### config.mk
export PLATFORM = sky130hd
export DESIGN_NAME = dma_cycle_ctrl
export DESIGN_NICKNAME = d
export VERILOG_FILES = /design/src/rtl/dma_cycle_ctrl.sv
export SDC_FILE = /design/constraint.sdc
export NUM_CORES = 1
export LEC_CHECK = 0
export BUFFER_PORTS_ARGS = -buffer_cell sky130_fd_sc_hd__buf_2
export CORE_MARGIN = 8
export CORE_UTILIZATION = 55
export DETAILED_ROUTE_END_ITERATION = 10
export PLACE_DENSITY = 0.87
export SLEW_MARGIN = 30
export SYNTH_ARGS = -nofsm -noshare
export SYNTH_HDL_FRONTEND = slang
export SYNTH_SLANG_ARGS = --single-unit
### constraint.sdc
create_clock -name clk -period 6 [get_ports clk]
set_input_delay 1.2 -clock clk [delete_from_list [all_inputs] [get_ports clk]]
set_output_delay 1.2 -clock clk [all_outputs]
set_load 0.005 [all_outputs]
### src/rtl/dma_cycle_ctrl.sv
module dma_cycle_ctrl #(
  parameter int ADDR_W = 32,
  parameter int DATA_W = 32,
  parameter int CNT_W  = 10,
  parameter int RP_W   = 4
) (
  input  logic              clk,
  input  logic              rst_n,
  input  logic              cfg_we,
  input  logic              cfg_alt,
  input  logic [1:0]        cfg_field,
  input  logic [ADDR_W-1:0] cfg_wdata,
  output logic [ADDR_W-1:0] cfg_rdata,
  input  logic              en_set,
  input  logic              en_clr,
  input  logic              alt_set,
  input  logic              alt_clr,
  input  logic              per_req,
  input  logic              sw_req,
  output logic              mem_re,
  output logic [ADDR_W-1:0] mem_raddr,
  input  logic [DATA_W-1:0] mem_rdata,
  output logic              mem_we,
  output logic [ADDR_W-1:0] mem_waddr,
  output logic [DATA_W-1:0] mem_wdata,
  output logic [1:0]        mem_wsize,
  output logic              done,
  output logic              chan_en,
  output logic              alt_active
);
  localparam int N_LO  = 2;
  localparam int SZ_LO = N_LO + CNT_W;
  localparam int SI_LO = SZ_LO + 2;
  localparam int DI_LO = SI_LO + 2;
  localparam int RP_LO = DI_LO + 2;
  localparam logic [1:0] CY_NONE = 2'd0, CY_BASIC = 2'd1, CY_AUTO = 2'd2, CY_PING = 2'd3;

  typedef enum logic [1:0] {ST_IDLE, ST_RD, ST_WR} st_t;

  logic [ADDR_W-1:0] src_end [2];
  logic [ADDR_W-1:0] dst_end [2];
  logic [ADDR_W-1:0] ctrl    [2];
  st_t               state;
  logic              en_q, alt_q, done_q, auto_run;
  logic [CNT_W:0]    bcnt;

  logic [1:0]       cyc, sz, si, di, oth_cyc;
  logic [CNT_W-1:0] n;
  logic [RP_W-1:0]  rp;
  logic [CNT_W:0]   bmax;
  logic             start_p, start_a, start, bad, last;

  function automatic logic [ADDR_W-1:0] elem_addr(input logic [ADDR_W-1:0] e,
                                                  input logic [CNT_W-1:0] k,
                                                  input logic [1:0] inc);
    if (inc == 2'd3) return e;
    return e - (ADDR_W'(k) << inc);
  endfunction

  assign cyc     = ctrl[alt_q][1:0];
  assign n       = ctrl[alt_q][N_LO +: CNT_W];
  assign sz      = ctrl[alt_q][SZ_LO +: 2];
  assign si      = ctrl[alt_q][SI_LO +: 2];
  assign di      = ctrl[alt_q][DI_LO +: 2];
  assign rp      = ctrl[alt_q][RP_LO +: RP_W];
  assign oth_cyc = ctrl[~alt_q][1:0];
  assign bmax    = (int'(rp) > CNT_W) ? '1 : (CNT_W+1)'((1 << rp) - 1);
  assign last    = (n == '0);

  assign start_p = en_q && per_req && (cyc == CY_BASIC || cyc == CY_PING);
  assign start_a = en_q && sw_req && (cyc == CY_AUTO);
  assign start   = start_p || start_a;
  assign bad     = en_q && (cyc == CY_NONE);

  assign mem_re     = (state == ST_RD);
  assign mem_we     = (state == ST_WR);
  assign mem_raddr  = elem_addr(src_end[alt_q], n, si);
  assign mem_waddr  = elem_addr(dst_end[alt_q], n, di);
  assign mem_wdata  = mem_rdata;
  assign mem_wsize  = sz;
  assign done       = done_q;
  assign chan_en    = en_q;
  assign alt_active = alt_q;

  always_comb begin
    case (cfg_field)
      2'd0:    cfg_rdata = src_end[cfg_alt];
      2'd1:    cfg_rdata = dst_end[cfg_alt];
      2'd2:    cfg_rdata = ctrl[cfg_alt];
      default: cfg_rdata = '0;
    endcase
  end

  always_ff @(posedge clk) begin
    if (!rst_n) begin
      for (int i = 0; i < 2; i++) begin
        src_end[i] <= '0;
        dst_end[i] <= '0;
        ctrl[i]    <= '0;
      end
      state    <= ST_IDLE;
      en_q     <= 1'b0;
      alt_q    <= 1'b0;
      done_q   <= 1'b0;
      auto_run <= 1'b0;
      bcnt     <= '0;
    end else begin
      done_q <= 1'b0;
      if (cfg_we) begin
        case (cfg_field)
          2'd0:    src_end[cfg_alt] <= cfg_wdata;
          2'd1:    dst_end[cfg_alt] <= cfg_wdata;
          2'd2:    ctrl[cfg_alt]    <= cfg_wdata;
          default: ;
        endcase
      end
      case (state)
        ST_IDLE: begin
          if (start) begin
            state    <= ST_RD;
            bcnt     <= '0;
            auto_run <= start_a;
          end else begin
            if (en_clr)      en_q <= 1'b0;
            else if (en_set) en_q <= 1'b1;
            else if (bad)    en_q <= 1'b0;
            if (alt_clr)      alt_q <= 1'b0;
            else if (alt_set) alt_q <= 1'b1;
          end
        end
        ST_RD: state <= ST_WR;
        ST_WR: begin
          if (last) begin
            ctrl[alt_q][1:0] <= CY_NONE;
            done_q   <= 1'b1;
            auto_run <= 1'b0;
            state    <= ST_IDLE;
            if (cyc == CY_PING) begin
              alt_q <= ~alt_q;
              if (oth_cyc == CY_NONE) en_q <= 1'b0;
            end else begin
              en_q <= 1'b0;
            end
          end else begin
            ctrl[alt_q][N_LO +: CNT_W] <= n - CNT_W'(1);
            bcnt <= bcnt + (CNT_W+1)'(1);
            if (auto_run || bcnt != bmax) state <= ST_RD;
            else                          state <= ST_IDLE;
          end
        end
        default: state <= ST_IDLE;
      endcase
    end
  end
endmodule

Word level (Yosys, flattened, before mapping)
Memories as Yosys holds them, arrays and structs flattened. A register that Yosys moved wholly into a read port is not among the register bits. Index checks and enable logic that the tools add are counted.

Memories kept: 3. Memory bits (writable): 192. Flip-flop bits (word level): 17. Input port bits: 76. Output and inout bits: 135. Word-level logic and storage cells: 130.

Equal/unequal tests: 18. Bitwise operators: 1. $add $sub $neg: 5. Shift-type cells: 3. Reductions and logical operators: 22. Mux-type cells: 71. Magnitude comparators: 1.

Memories: ctrl (words 2, width 32, read ports 3, clocked after memory_dff 1, write ports 2, RTL line 42) `logic [ADDR_W-1:0] ctrl [2];`; dst_end (words 2, width 32, read ports 2, clocked after memory_dff 1, write ports 2, RTL line 41) `logic [ADDR_W-1:0] dst_end [2];`; src_end (words 2, width 32, read ports 2, clocked after memory_dff 1, write ports 2, RTL line 40) `logic [ADDR_W-1:0] src_end [2];`.

Operators with widths (count): $mux 32 (8); $reduce_or 32->1 (4); $pmux 32 s3 (1); $shl 10x2->32 (2); $sub 32x32->32 (2); $mux 1 (52); $mux 11 (3); $pmux 11 s2 (1); $eq 2x2->1 const B (6); $add 11x1->11 const B (1); $ne 11x11->1 (1); $shl 1x4->11 const A (1); $sub 11x2->11 const B (1); $logic_not 10->1 (1); $reduce_and 5->1 (2); $sub 10x1->10 const B (1); $logic_not 2->1 (4); $eq 2x1->1 const B (3); $ne 2x2->1 const B (3); $pmux 1 s2 (3); $pmux 2 s3 (1); $reduce_and 3->1 (2); $logic_and 1x1->1 (5); $gt 4x4->1 const B (1); 9 further kinds (12).

Longest topological paths before layout
Gate-level depths: netlist (run 1).

Depth in word-level cells: 8. Mapped depth: 19. Mapped depth without buffers: 14.

Worst setup path after synthesis (run 1)
OpenSTA, ideal clock, no wires.

Path kind: register to output. Start: register with a tool-made name. End: output port mem_waddr[23]. Slack: 0.747 ns. Path buffers: 6. Arrival: 4.053 ns. Required time: 4.800 ns. Stages on the path, launching flop included: 18. Path through: dfxtp_1 > buf_6 > buf_12 > buf_4 > buf_2 > buf_2 > mux2i_1 > mux2i_1 > a21oi_1 > ha_1 > and3_1 > buf_6 > and3_4 > a2111oi_4 > nand3b_2 > or3_1 > or2_1 > xor2_1.

RTL lines: to (decl) (RTL line 24) `output logic [ADDR_W-1:0] mem_waddr,`.

==> impl_results.md, run 1 <==
* Min Clock Period, post-route at 5850 ps
* Slew at the pin with the worst max-slew slack at 1000 ps
* Die Area at 32500 um2
* HPWL after DPL at 32100 um
* Synthesized area divided by synthesized cell count at 9.63 um2
* Boundary pin count at 211
* Number of nets with antenna violations after routing at 0
* Per-cell routed wire length at 23.0 um
* Horizontal die dimension at roughly 180 um
* Die span in y at about 180 um
* Fraction of synthesis flops using an asynchronous set or reset pin at 0
* DRC violations left at 0
* Port Buf Inserts at 146
* Crit path top cell by count: mux2i_1
* CTS Root Cell: clkbuf_16
* Static leakage at 6.28 nW
* Worst slew margin relative to its limit at 0.331
* Hold Crit Class: reg2reg
* Final wirelength at 45500 um
* CTS max path bufs at 3
* Setup crit end kind: output pin
* Power density over the cells at ~260 nW/um2
* Largest voltage drop on the vdd net at 0.227 mV
* Crit path launch type: flop
* Compound-cell area share of the yosys netlist at 0.132
* Combinational Power Share at 0.253
* Longest individual stage delay on the worst path at 530 ps
* Starting Density at 0.556
* Slowest cell on crit path: dfxtp_4
* Post-synthesis to final-layout area growth at 10.9%
* Total routing resource utilization after global routing at 0.267
* List of cells traversed by the critical path: buf_6 > mux2i_1 > buf_4 > mux2i_1 > a21oi_1 > ha_1 > and3_1 > and3_4 > a2111oi_4 > nand3b_2 > or3_1 > or2_1 > xor2_1 > buf_2
* Post-synthesis cell area at 14900 um2
* Final Max Slew Viols at 0
* Commonest non-fill, non-tap cells in the layout: 188 x edfxtp_1, 178 x and2_1, 149 x nor2_1, 144 x buf_2, 133 x mux2i_1
* Data required time at the worst endpoint at 4800 ps
* Xor and xnor area share after synthesis at 0.0448
* Clock buffers created by TritonCTS at 23
* Relative contribution of sequential cells to total power at 0.405
* Final net count at 1727
* Period Utilization, post-route at 0.974
* Post-synth net total at between 1500 and 2000
* Routed vias/inst at about 6.5
* Main flop type after synthesis: edfxtp_1
* Setup slack of the critical path after layout at 153 ps
* Hold Fails Final Rpt at 0
* Share of post-route cells with drive strength above 1 at 0.175
* Final setup viols at 0
* Post-synthesis adder-cell area fraction at 0.0271
* Antenna violations before repair at 1
* Clock network latency to the later pin of the worst-skew pair at between 500 and 600 ps
* Synth warn at 0
* Crit path arrival time at 4650 ps
* Global-route wire length before repair at approximately 70000 um
* Unrepaired setup endpoints after global routing: false
* CP top delay family: simple AND/OR/NAND/NOR gates
* Total of flip-flops plus latches after synthesis at 210
* Reported net switching power at 1.32 mW
* Setup TNS after final layout at 0 ps
* Worst-case setup slack after placement at 621 ps
* Area of the core region at 26700 um2
* Sw Share at 0.306
* Overflow after GRT at 0
* Maximum number of pins on one net before global-route repair at 72
* Maximum achievable frequency at 0.171 GHz
* Sequential share of the synthesized area at 0.410
* Multiplexer share of the synthesized area at 0.126
* Number of detailed-route iterations in the first pass at 5
* Critical path class: reg2out
* Rows at 60
* Simple-gate portion of the synthesized area at 0.209
* Final weighted congestion in routability-driven placement at ~0.96
* Result of the run: completed
* Distinct cell type count after synthesis at 85
* CP Buf/Inv Count at 3
* H-tree lvl count at 1
* Count of clock tree sinks at 210
* Main combinational cell family by area after synthesis: simple AND/OR/NAND/NOR gates
* Gate Count Post-Synth at 1543
* CP max FO at 20
* Maxcap violations at 0
* Via count of the first global-routing pass at 12468
* Number of DRC markers in iteration 0 at 1548
* Via Count at 12760
* Worst clock skew at between 10 and 15 ps
* Number of flops mapped to enable cells by yosys at between 150 and 200
* CTS tree: built
* Most common library cell in the layout ignoring fill and taps: edfxtp_1
* Clock network fraction of total power at 0.342
* Internal portion of total power at 3.00 mW
* Clock transition at the registers of the reported paths at 60 ps
## worst register-to-register path: stages, from the launching register on
cell and delay, ps:
dfxtp_4 530, buf_6 310, mux2i_1 440, nand4_1 270, nor4_2 260, buf_4 230
nand2b_1 630, nand3_1 620
## kinds of logic after synthesis
logic type      Yosys count
xor+xnor                 76
mux                     178
fa+ha+maj                31
simple gates            585
compound gates          315
flops                   210
buf+inv                 148
## cells in the mapped netlist (all sizes together), types with 9 or more instances
cell type  count  area (um2)
nand3         50         250
a211oi        35         263
and3          11        73.8
dfxtp         22         440
xnor2         42         368
xor2          34         298
a21o          15         113
o21ai         63         315
buf           62         435
nand2b        14        87.6
clkbuf        65         244
edfxtp       188        5650
nor2         151         574
nor2b         14        87.6
nand2         59         221
mux2          40         450
o21a          15         113
a31oi          9        62.6
nor4          12        87.6
mux2i        138        1420
nand4         14        93.8
ha            29         363
and2         178        1110
inv           20        75.1
a21oi        124         624
nor3          45         230
## sequential cells by signal (all words and copies together) (netlist names), named ones only
register / count
src_end: 64
ctrl: 64
bcnt: 11
chan_en: 1
state: 2
auto_run: 1
done: 1
alt_active: 1
dst_end: 64
## metal layers
layer / global-route usage / wire (um) / up-vias
met1: 0.334 / 17400 / 6131
met4: 0.129 / 2210 / 0
met5: 0 / 0 / -
met3: 0.0448 / 4400 / 158
li1: - / - / 5720
met2: 0.443 / 21500 / 751
## what timing repair did
item                       CTS  global route
setup endpoints to repair    0            15
buffers inserted             0             1
gates resized for setup      0             5
hold buffers                 0             0
## metrics by stage
step                      power [mW]   util  instance area (um2)  hold slack [ps]  instances
after floorplan                 2.47      -                14900              466       1543
after global placement          2.82  0.584                15600              488       1934
after detailed placement        2.85  0.586                15700              501       1935
after CTS                       4.31  0.615                16400              510       1976
after global routing            4.48  0.616                16500              534       1978
final                           4.32  0.616                16500              511       1978
## cell type report
class	count	area (um2)
Fill cell	2175	10300
Sequential cell	210	6090
Timing Repair Buffer	179	1030
Antenna cell	1	2.50
Clock buffer	25	583
Clock inverter	16	194
Inverter	21	78.8
Multi-Input combinational cell	1185	8070
Tap cell	341	427
## power by group through the flow
stage               Clock, mW  Sequential, mW  Combinational (mW)
finish                   1.48            1.75                1.10
global route             1.53            1.76                1.19
CTS                      1.48            1.75                1.08
detailed placement          0            1.78                1.07
global placement            0            1.77                1.05
floorplan                   0            1.75               0.725
## path summary, 6_finish.rpt
path / slack [ps] / cells after the start / end / startpoint
max reg2reg: 2270 / 7 / ctrl[0][8]$_DFFE_PP_ / flop
max: 150 / 14 / mem_waddr[23] / flop
min: 510 / 2 / ctrl[1][1]$_SDFFE_PP0P_ / ctrl[1][1]$_SDFFE_PP0P_
min reg2reg: 510 / 2 / ctrl[1][1]$_SDFFE_PP0P_ / ctrl[1][1]$_SDFFE_PP0P_
No activity file was read; power rests on OpenSTA's default activity.
==> inputs of run 2 (changes only) <==
--- a/config.mk
+++ b/config.mk
@@ -5,6 +5,7 @@
 export SDC_FILE = /design/constraint.sdc
 export NUM_CORES = 1
 export LEC_CHECK = 0
+export ABC_AREA = 1
 export BUFFER_PORTS_ARGS = -buffer_cell sky130_fd_sc_hd__buf_2
 export CORE_MARGIN = 8
 export CORE_UTILIZATION = 55
==> impl_results.md, run 2 <==
* Period Utilization, post-route at 0.928 (was 0.974)
* Commonest non-fill, non-tap cells in the layout: 395 x nand2_1, 282 x nor2_1, 222 x inv_1, 188 x edfxtp_1, 177 x o21ai_0 (was 188 x edfxtp_1, 178 x and2_1, 149 x nor2_1, 144 x buf_2, 133 x mux2i_1)
* Combinational Power Share at 0.437 (was 0.253)
* Maxcap violations at 0 (unchanged)
* Post-synthesis cell area at 14300 um2 (was 14900 um2)
* Boundary pin count at 211 (unchanged)
* Most instantiated cells after synthesis: 396 x nand2_1, 283 x nor2_1, 222 x inv_1 (was 188 x edfxtp_1, 178 x and2_1, 150 x nor2_1)
* Post-synthesis to final-layout area growth at 9.95% (was 10.9%)
* Critical path class: reg2out (unchanged)
* Number of flops mapped to enable cells by yosys at 188 (unchanged)
* Main flop type after synthesis: edfxtp_1 (unchanged)
* Clock buffers created by TritonCTS at 22 (was 23)
* Horizontal die dimension at 178 um (was 180 um)
* Post-CTS Setup Inserts at 0 (unchanged)
* Total routing resource utilization after global routing at 0.274 (was 0.267)
* Worst slew margin relative to its limit at 0.394 (was 0.331)
* Sw Share at 0.398 (was 0.306)
* Rows at 59 (was 60)
* Clock transition at the registers of the reported paths at 60 ps (about the same)
* Most common library cell in the layout ignoring fill and taps: nand2_1 (was edfxtp_1)
* CTS tree: built (unchanged)
* Overall power after layout at 5.39 mW (was 4.32 mW)
* Synthesized area divided by synthesized cell count at 7.65 um2 (was 9.63 um2)
* Area of the core region at 25800 um2 (was 26700 um2)
* Starting Density at 0.555 (was 0.556)
* Total of flip-flops plus latches after synthesis at 210 (unchanged)
* Setup TNS after final layout at 0 ps (unchanged)
* H-tree lvl count at 1 (unchanged)
* Count of clock tree sinks at 210 (unchanged)
* Synth warn at 0 (unchanged)
* Final wirelength at 44700 um (was 45500 um)
* Post-route non-filler standard cell count at 2310 (was 1978)
* Source of the worst hold timing path: state[1]$_SDFFE_PN0P_ (was ctrl[1][1]$_SDFFE_PP0P_)
* Slew at the pin with the worst max-slew slack at 899 ps (was 1000 ps)
* Sequential share of the synthesized area at 0.424 (was 0.410)
* Registers with the most flip-flops: ctrl x64, dst_end x64, src_end x64 (unchanged)
* Hold Fails Final Rpt at 0 (unchanged)
* Unrepaired setup endpoints after global routing: false (unchanged)
* Top cell type by total area after synthesis: edfxtp_1 (unchanged)
* Worst clock skew at 7.99 ps (was 10.9 ps)
* Per-cell routed wire length at 19.4 um (was 23.0 um)
* Final Max Slew Viols at 0 (unchanged)
* Min Clock Period, post-route at 5570 ps (was 5850 ps)
* Worst hold path stage count at 1 (was 2)
* Maximum number of pins on one net before global-route repair at 100 (was 72)
* Number of gates resized after CTS at 0 (unchanged)
* Final weighted congestion in routability-driven placement at 0.974 (was 0.957)
* Reported net switching power at 2.15 mW (was 1.32 mW)
* Largest voltage drop on the vdd net at 0.308 mV (was 0.227 mV)
* Longest individual stage delay on the worst path at 370 ps (was 530 ps)
* Cell count of the worst reg-to-reg path at 11 (was 7)
* Die span in y at 178 um (was 180 um)
* Via count of the first global-routing pass at 13036 (was 12468)
* Fraction of synthesis flops using an asynchronous set or reset pin at 0 (unchanged)
* Power density over the cells at 342 nW/um2 (was 262 nW/um2)
* Antenna violations before repair at 1 (unchanged)
* Post-synth top area share at 0.394 (was 0.380)
* Crit path arrival time at 4370 ps (was 4650 ps)
* Setup crit end kind: output pin (unchanged)
* Cell count after placement at 2271 (was 1935)
* HPWL after DPL at 32300 um (was 32100 um)
* Overflow after GRT at 0 (unchanged)
* Final net count at 2068 (was 1727)
* Inserted Diodes at 0 (was 1)
* Hold Crit Class: reg2reg (unchanged)
* Gate Count Post-Synth at 1875 (was 1543)
* Post-synth net total at 1982 (was 1650)
* Share of the core filled with cells at 0.611 (was 0.616)
* Crit path launch type: flop (unchanged)
* Final setup viols at 0 (unchanged)
* CTS max path bufs at 3 (unchanged)
* Global-route wire length before repair at 68500 um (was 69600 um)
* Data required time at the worst endpoint at 4800 ps (about the same)
* Cell with the most instances after synthesis: nand2_1 (was edfxtp_1)
* List of cells traversed by the critical path: buf_12 > buf_4 > nand2_1 > o21ai_4 > inv_1 > nand2_1 > o21ai_0 > or2_2 > ha_1 > a21oi_1 > a21boi_0 > o211ai_1 > nand2_1 > nand4_2 > inv_2 > nand2_1 > xnor2_1 > buf_2 (was buf_6 > mux2i_1 > buf_4 > mux2i_1 > a21oi_1 > ha_1 > and3_1 > and3_4 > a2111oi_4 > nand3b_2 > or3_1 > or2_1 > xor2_1 > buf_2)
* Slowest cell on crit path: buf_12 (was dfxtp_4)
* Clock network latency to the later pin of the worst-skew pair at 510 ps (was 530 ps)
* Maximum achievable frequency at 0.180 GHz (was 0.171 GHz)
* Internal portion of total power at 3.24 mW (was 3.00 mW)
* Via Count at 13712 (was 12760)
* CTS Root Cell: clkbuf_16 (unchanged)
* Clock network fraction of total power at 0.241 (was 0.342)
* Cell types with the largest area share after synthesis: edfxtp_1 39%, nand2_1 10%, nor2_1 7.4%, o21ai_0 6.2%, inv_1 5.8% (was edfxtp_1 38%, mux2i_1 9.0%, and2_1 7.5%, a21oi_1 4.1%, nor2_1 3.8%)
* Port Buf Inserts at 146 (unchanged)
* Result of the run: completed (unchanged)
* Number of hold buffers added after CTS at 0 (unchanged)
* Number of DRC markers in iteration 0 at 1709 (was 1548)
* Share of post-route cells with drive strength above 1 at 0.146 (was 0.175)
* Number of detailed-route iterations in the first pass at 6 (was 5)
* DRC violations left at 0 (unchanged)
* Number of inserted filler cells in the final layout at 2155 (was 2175)
* Number of nets with antenna violations after routing at 0 (unchanged)
* Die Area at 31500 um2 (was 32500 um2)
* Distinct cell type count after synthesis at 52 (was 85)
* CP max FO at 94 (was 20)
* Routed vias/inst at 5.94 (was 6.45)
* Relative contribution of sequential cells to total power at 0.322 (was 0.405)
* Static leakage at 7.01 nW (was 6.28 nW)
* Crit path top cell by count: nand2_1 (was mux2i_1)
run 2: power groups by stage:
stage	sequential, mW	clock [mW]	combinational, mW
floorplan	1.75	0	1.57
global route	1.74	1.36	2.61
detailed placement	1.76	0	2.30
global placement	1.76	0	2.25
finish	1.73	1.30	2.36
CTS	1.73	1.30	2.31
run 2: cell families after synthesis:
logic type / after synthesis / share of synthesized area
and+or+nand+nor: 844 / 0.246
AOI/OAI and AO/OA: 373 / 0.153
buffers and inverters: 352 / 0.108
DFF: 210 / 0.424
xor gates and xnor gates: 62 / 0.0379
adders and majority gates: 31 / 0.0281
muxes: 3 / 0.00209
run 2: worst paths after layout:
check | to | slack [ps]
worst min-delay path | state[1]$_SDFFE_PN0P_ | 500
worst max register to register | ctrl[0][11]$_DFFE_PP_ | 2190
worst max-delay path | mem_waddr[28] | 430
worst min register to register | state[1]$_SDFFE_PN0P_ | 500
run 2: layer usage:
metal  part of all wire  vias up  GRT usage  wire length (um)
met3               0.13      136     0.0657              5880
met2               0.46      922      0.454             20700
met4              0.034        2      0.112              1530
met1               0.37     6324      0.340             16700
li1                   -     6328          -                 -
met5            0.00029        -          0                13
run 2: cell type report:
class | count | area [um2] | share of cell area
clock buffer | 27 | 591 | 0.0374
tap | 335 | 419 | 0.0266
timing repair buffer | 174 | 973 | 0.0617
inverter | 240 | 902 | 0.0572
clock inverter | 11 | 86.3 | 0.00547
sequential | 210 | 6090 | 0.386
multi-input combinational | 1313 | 6710 | 0.426
run 2: worst max-delay path: cells and delay by family, from the launching register on:
family	cells	cell delay, ps
AO/OA/AOI/OAI	5	910
XOR/XNOR	1	220
adder cells (fa/ha/maj)	1	340
buffers and inverters	5	1130
flip-flops	1	350
AND/OR/NAND/NOR	6	880
run 2: through the flow:
stage                     hold slack (ps)  cell area (um2)  setup WS (ps)
after floorplan                       430            14300           1590
after global placement                465            15100           1150
after detailed placement              490            15100           1090
after CTS                             499            15700            539
after global routing                  513            15800            119
final                                 500            15800            430
